==> src/rtl/mw_pkg.sv <==
package mw_pkg;
  localparam logic [1:0] OPC_READ  = 2'b10;
  localparam logic [1:0] OPC_WRITE = 2'b01;
  localparam logic [1:0] OPC_CTRL  = 2'b00;

  typedef enum logic [2:0] {
    S_IDLE, S_OPC, S_ADDR, S_GAP, S_READ, S_WDATA, S_TAIL, S_DONE
  } mwState_e;

  typedef struct packed {
    logic shiftAddr;
    logic shiftData;
    logic loadWord;
    logic shiftOut;
    logic nextWord;
    logic commitWrite;
    logic special;
    logic reading;
  } mwStrobe_t;
endpackage

==> src/rtl/mw_ctrl.sv <==
module mw_ctrl
  import mw_pkg::*;
#(
  parameter int AW = 6,
  parameter int DW = 16,
  parameter bit LONG_SPECIAL = 1'b0,
  parameter bit READ_EXTRA = 1'b0
) (
  input  logic      clk,
  input  logic      rstN,
  input  logic      csIn,
  input  logic      skIn,
  input  logic      diIn,
  input  logic      busy,
  output mwStrobe_t stb,
  output mwState_e  state
);
  localparam int MAXN = (AW > DW) ? AW : DW;
  localparam int CW = $clog2(MAXN + 1);
  localparam logic [CW-1:0] ADDR_LAST = CW'(AW - 1);
  localparam logic [CW-1:0] DATA_LAST = CW'(DW - 1);
  localparam logic [CW-1:0] WORD_END  = CW'(DW);

  logic [CW-1:0] cnt;
  logic [1:0] opc;
  logic skQ;
  logic skRise;

  assign skRise = skIn & ~skQ;

  always_comb begin
    stb = '0;
    stb.reading = (state == S_READ);
    if (csIn && skRise) begin
      case (state)
        S_ADDR: begin
          stb.shiftAddr = 1'b1;
          if (cnt == ADDR_LAST) begin
            stb.loadWord = (opc == OPC_READ) && !READ_EXTRA;
            stb.special  = (opc == OPC_CTRL) && !LONG_SPECIAL;
          end
        end
        S_GAP:   stb.loadWord = 1'b1;
        S_TAIL:  stb.special = (cnt == CW'(1));
        S_READ: begin
          stb.nextWord = (cnt == WORD_END);
          stb.shiftOut = (cnt != WORD_END);
        end
        S_WDATA: begin
          stb.shiftData   = 1'b1;
          stb.commitWrite = (cnt == DATA_LAST);
        end
        default: ;
      endcase
    end
  end

  always_ff @(posedge clk) begin
    if (!rstN) begin
      state <= S_IDLE;
      cnt   <= '0;
      opc   <= '0;
      skQ   <= 1'b0;
    end else begin
      skQ <= skIn;
      if (!csIn) begin
        state <= S_IDLE;
        cnt   <= '0;
      end else if (skRise) begin
        case (state)
          S_IDLE: begin
            cnt <= '0;
            if (diIn && !busy) state <= S_OPC;
          end
          S_OPC: begin
            opc <= {opc[0], diIn};
            if (cnt == CW'(1)) begin
              state <= S_ADDR;
              cnt   <= '0;
            end else cnt <= cnt + 1'b1;
          end
          S_ADDR: begin
            if (cnt == ADDR_LAST) begin
              cnt <= '0;
              case (opc)
                OPC_READ:  state <= READ_EXTRA ? S_GAP : S_READ;
                OPC_WRITE: state <= S_WDATA;
                OPC_CTRL:  state <= LONG_SPECIAL ? S_TAIL : S_DONE;
                default:   state <= S_DONE;
              endcase
            end else cnt <= cnt + 1'b1;
          end
          S_GAP: begin
            state <= S_READ;
            cnt   <= '0;
          end
          S_READ: cnt <= (cnt == WORD_END) ? CW'(1) : cnt + 1'b1;
          S_WDATA: begin
            if (cnt == DATA_LAST) state <= S_DONE;
            else cnt <= cnt + 1'b1;
          end
          S_TAIL: begin
            if (cnt == CW'(1)) state <= S_DONE;
            else cnt <= cnt + 1'b1;
          end
          default: ;
        endcase
      end
    end
  end
endmodule

==> config.mk <==
export PLATFORM = sky130hd
export DESIGN_NAME = mw_ctrl
export DESIGN_NICKNAME = d
export VERILOG_FILES = /design/src/rtl/mw_pkg.sv /design/src/rtl/mw_ctrl.sv
export SDC_FILE = /design/constraint.sdc
export NUM_CORES = 1
export LEC_CHECK = 0
export BUFFER_PORTS_ARGS = -buffer_cell sky130_fd_sc_hd__buf_2
export CAP_MARGIN = 15
export CORE_MARGIN = 4
export CORE_UTILIZATION = 48
export CTS_CLUSTER_DIAMETER = 50
export DETAILED_ROUTE_END_ITERATION = 8
export PLACE_DENSITY = 0.73
export REMOVE_ABC_BUFFERS = 1
export SLEW_MARGIN = 20
export SYNTH_ARGS = -nofsm -noshare
export SYNTH_HDL_FRONTEND = slang
export SYNTH_SLANG_ARGS = --single-unit
==> constraint.sdc <==
create_clock -name clk -period 1.9 [get_ports clk]
set_input_delay 0.19 -clock clk [delete_from_list [all_inputs] [get_ports clk]]
set_output_delay 0.19 -clock clk [all_outputs]
set_load 0.02 [all_outputs]
==> metrics.txt <==
# TYPE chip_impl_metric gauge
chip_impl_metric{name="antenna_found_initial",unit=""} 0
chip_impl_metric{name="critPathRequiredTime",unit="ps"} 1710
chip_impl_info{name="critical_path.top_delay_family",value="simple AND/OR/NAND/NOR gates"} 1
chip_impl_metric{name="wl_per_cell",unit="um"} 17.66
chip_impl_metric{name="timing.critical_path.depth",unit=""} 9
chip_impl_metric{name="cts_max_level",unit=""} 1
chip_impl_metric{name="final_hold_viol_count",unit=""} 0
chip_impl_metric{name="design.final.nets",unit=""} 162
chip_impl_info{name="run_status",value="finished, violations left"} 1
chip_impl_metric{name="cp.buffers_inverters",unit=""} 3
chip_impl_metric{name="clockBufferDepth",unit=""} 2
chip_impl_info{name="cts_tree",value="yes"} 1
chip_impl_metric{name="max_slew.worst_pin.slew",unit="ps"} 413.0
chip_impl_info{name="synth.area.top_cells",value="dfxtp_1, ha_1, a21oi_1"} 1
chip_impl_info{name="critical_path.reg2reg.endpoint",value="state[1]"} 1
chip_impl_metric{name="globalRouteOverflowTotal",unit=""} 0
chip_impl_metric{name="setup_slack",unit="ps"} -142.5
chip_impl_metric{name="place_congestion",unit=""} 0.7826
chip_impl_metric{name="finalCritPeriodShare",unit="%"} 107.5
chip_impl_metric{name="finalCoreUtilization",unit="%"} 77.78
chip_impl_info{name="final_common_cell",value="buf_4"} 1
chip_impl_metric{name="post_synth_instance_area",unit="sq um"} 900.9
chip_impl_info{name="netlist.top_cell.by_area",value="dfxtp_1"} 1
chip_impl_metric{name="ys_ff_latch",unit=""} 11
chip_impl_metric{name="final_standard_cell_area_without_fillers",unit="sq um"} 1358
chip_impl_info{name="failed_checks",value="negative setup slack"} 1
chip_impl_metric{name="total_leakage_power",unit="nW"} 0.5263
chip_impl_metric{name="synth_enable_flop_cells",unit=""} 0
chip_impl_metric{name="wl",unit="mm"} 3.073
chip_impl_metric{name="maxSlewHeadroom",unit="%"} 72.40
chip_impl_info{name="ys.flop_type",value="dfxtp_1"} 1
chip_impl_metric{name="timing.critical_path.arrival",unit="ps"} 1850
chip_impl_metric{name="cpPeakStageDelay",unit="ps"} 360
chip_impl_metric{name="vias",unit=""} 1069
chip_impl_metric{name="initial_utilization",unit="%"} 51.61
chip_impl_metric{name="netlist_instances",unit=""} 111
chip_impl_metric{name="core-area",unit="sq um"} 1745
chip_impl_info{name="worstReg2RegStart",value="cnt[0]"} 1
chip_impl_metric{name="drt_iter0_markers",unit=""} 62
chip_impl_metric{name="instances_no_fill",unit=""} 174
chip_impl_metric{name="powerDensity",unit="nW/um^2"} 361.7
chip_impl_metric{name="route.detailed.drc",unit=""} 0
chip_impl_info{name="unrepaired_setup_endpoints_after_global_routing",value="yes"} 1
chip_impl_metric{name="post_synth.cell_area_avg",unit="sq um"} 8.116
chip_impl_metric{name="grt_start_max_net_pins",unit=""} 14
chip_impl_metric{name="viasPerCell",unit=""} 6.144
chip_impl_info{name="worstPathCellList",value="inv_2 > ha_4 > and4bb_2 > buf_6 > nand2_1 > nor2_1 > a21oi_1 > nor3_1 > buf_2"} 1
chip_impl_metric{name="cts_sinks",unit=""} 11
chip_impl_info{name="critical_path.startpoint_type",value="flop"} 1
chip_impl_metric{name="synth.yosys.seq_area_share",unit="%"} 24.44
chip_impl_metric{name="r2r_worst_path_depth",unit=""} 9
chip_impl_metric{name="dieWidth",unit="um"} 51.32
chip_impl_metric{name="highest_fanout_seen_on_the_critical_path",unit=""} 3
chip_impl_metric{name="timing.final.setup_violations",unit=""} 11
chip_impl_metric{name="worst_hold_slack",unit="ps"} 102.5
chip_impl_metric{name="cts_made_buffers",unit=""} 3
chip_impl_info{name="worst_hold_path_type",value="in -> reg"} 1
chip_impl_info{name="crit_path_end_kind",value="output port"} 1
chip_impl_info{name="cp_slowest_cell",value="dfxtp_2"} 1
chip_impl_metric{name="synth.lib_cells_used.distinct",unit=""} 43
chip_impl_metric{name="fmax",unit="MHz"} 489.6
chip_impl_metric{name="placed_cell_area",unit="sq um"} 1085
chip_impl_metric{name="yosys_warnings",unit=""} 0
chip_impl_metric{name="slew_viol_final",unit=""} 0
chip_impl_metric{name="drv.max_cap_violation_count",unit=""} 0
chip_impl_metric{name="ant_nets",unit=""} 0
chip_impl_metric{name="hpwl",unit="mm"} 1.673
chip_impl_metric{name="dieHeight",unit="um"} 51.32
chip_impl_metric{name="synth_largest_type_area_fraction",unit="%"} 24.44
chip_impl_metric{name="post-route-min-period",unit="ps"} 2042
chip_impl_metric{name="dr.pass1.iters",unit=""} 8
chip_impl_metric{name="wire_length_of_the_first_global_routing_pass",unit="mm"} 4.602
chip_impl_metric{name="diodes",unit=""} 0
chip_impl_metric{name="fp-row-count",unit=""} 15
chip_impl_metric{name="cts.reportedPaths.clkPinSlew",unit="ps"} 90
chip_impl_info{name="worst_setup_path_endpoint",value="stb[1]"} 1
chip_impl_metric{name="final.setup_skew",unit="ps"} 5.466
chip_impl_metric{name="numPortBuffers",unit=""} 16
chip_impl_metric{name="irDropWorstVdd",unit="mV"} 0.3061
chip_impl_info{name="mostFrequentLayoutCells",value="buf_4, buf_2, dfxtp_1"} 1
chip_impl_info{name="cts_root_buffer",value="clkbuf_4"} 1
chip_impl_metric{name="place_inst",unit=""} 161
chip_impl_metric{name="clk-insertion-delay-late",unit="ps"} 290
chip_impl_metric{name="final_layout_size_suffix_gt1_share",unit="%"} 50.34
chip_impl_metric{name="design.portCount",unit=""} 17
chip_impl_info{name="worst-setup-path-type",value="reg -> out"} 1
chip_impl_metric{name="fp.dieArea",unit="sq um"} 2634
chip_impl_metric{name="timing.reg2reg.setup_slack",unit="ps"} -110
chip_impl_metric{name="cts_stage_hold_buffer_count",unit=""} 0
chip_impl_metric{name="first_global_vias",unit=""} 965
chip_impl_metric{name="synth-async-reset-ratio",unit="%"} 0
chip_impl_metric{name="area.growth.synth_to_final",unit="%"} 50.69
chip_impl_metric{name="grt_usage",unit="%"} 23.85
chip_impl_info{name="worstSetupStartpoint",value="cnt[1]"} 1
-- logic make-up after synthesis --
group           Yosys count  synth area share, %
flops                    11                24.44
simple gates             51                34.58
fa+ha+maj                 6                8.333
compound gates           28                23.06
buf+inv                  13                7.361
mux                       2                2.222
-- per-layer routing --
layer / global-route usage, % / wire length (um) / vias up
met5: 0 / 0 / -
met4: 11.35 / 85 / 0
met3: 4.082 / 330 / 17
met2: 40.34 / 1410 / 83
met1: 29.05 / 1246 / 489
li1: - / - / 480
-- through the flow --
stage | power (mW) | setup TNS, ps | setup WS [ps]
2_1_floorplan | 0.2681 | -75.39 | -75.39
3_3_place_gp | 0.2900 | -43.11 | -42.47
3_5_place_dp | 0.2910 | -168.4 | -74.53
4_1_cts | 0.4743 | -291.0 | -68.03
5_1_grt | 0.5025 | -1544 | -176.6
6_report | 0.4910 | -949.0 | -142.5
-- worst min-delay path by stage --
stage / from / cells after the start / end / slack, ps
6_report: skIn / 2 / skQ / 100
3_5_place_dp: skIn / 2 / skQ / 410
4_1_cts: skIn / 2 / skQ / 120
2_1_floorplan: skIn / 1 / skQ / 310
5_1_grt: skIn / 2 / skQ / 140
3_3_place_gp: skIn / 2 / skQ / 400
-- cell type report --
class                           count  area, sq um
Multi-Input combinational cell     87        745.7
Inverter                            7        28.78
Fill cell                         122        387.9
Timing Repair Buffer               40        300.3
Clock buffer                        4        26.28
Tap cell                           25        31.28
Sequential cell                    11        225.2
-- Yosys cell counts, drive strengths merged, types with 2 or more instances --
cell	instances
dfxtp	11
o21ai	6
a21o	2
a21oi	7
mux2i	2
o211ai	2
nand2	8
and3	3
or4bb	2
ha	6
buf	4
nand2b	2
nand3b	3
and2	2
nor4b	2
nand3	5
nor2	8
or2	2
clkbuf	2
nor2b	3
nor3	3
inv	7
a31oi	5
-- state kept, by name, indices dropped and copies added, names as in the netlist --
name / count
opc: 2
cnt: 5
state: 3
skQ: 1
-- power by group --
group	switching, mW	internal, mW	total, mW
Clock	0.104	0.0819	0.186
Sequential	0.00268	0.232	0.235
Combinational	0.0383	0.0326	0.0709
Total	0.145	0.346	0.491
-- timing repair --
action / CTS / global route
gates resized for setup: 31 / 15
endpoints found under the setup margin: 10 / 12
buffers inserted: 8 / 1
pin swaps: 14 / 12
hold endpoints to repair: 0 / 0
Power figures use the tool's default switching activity.
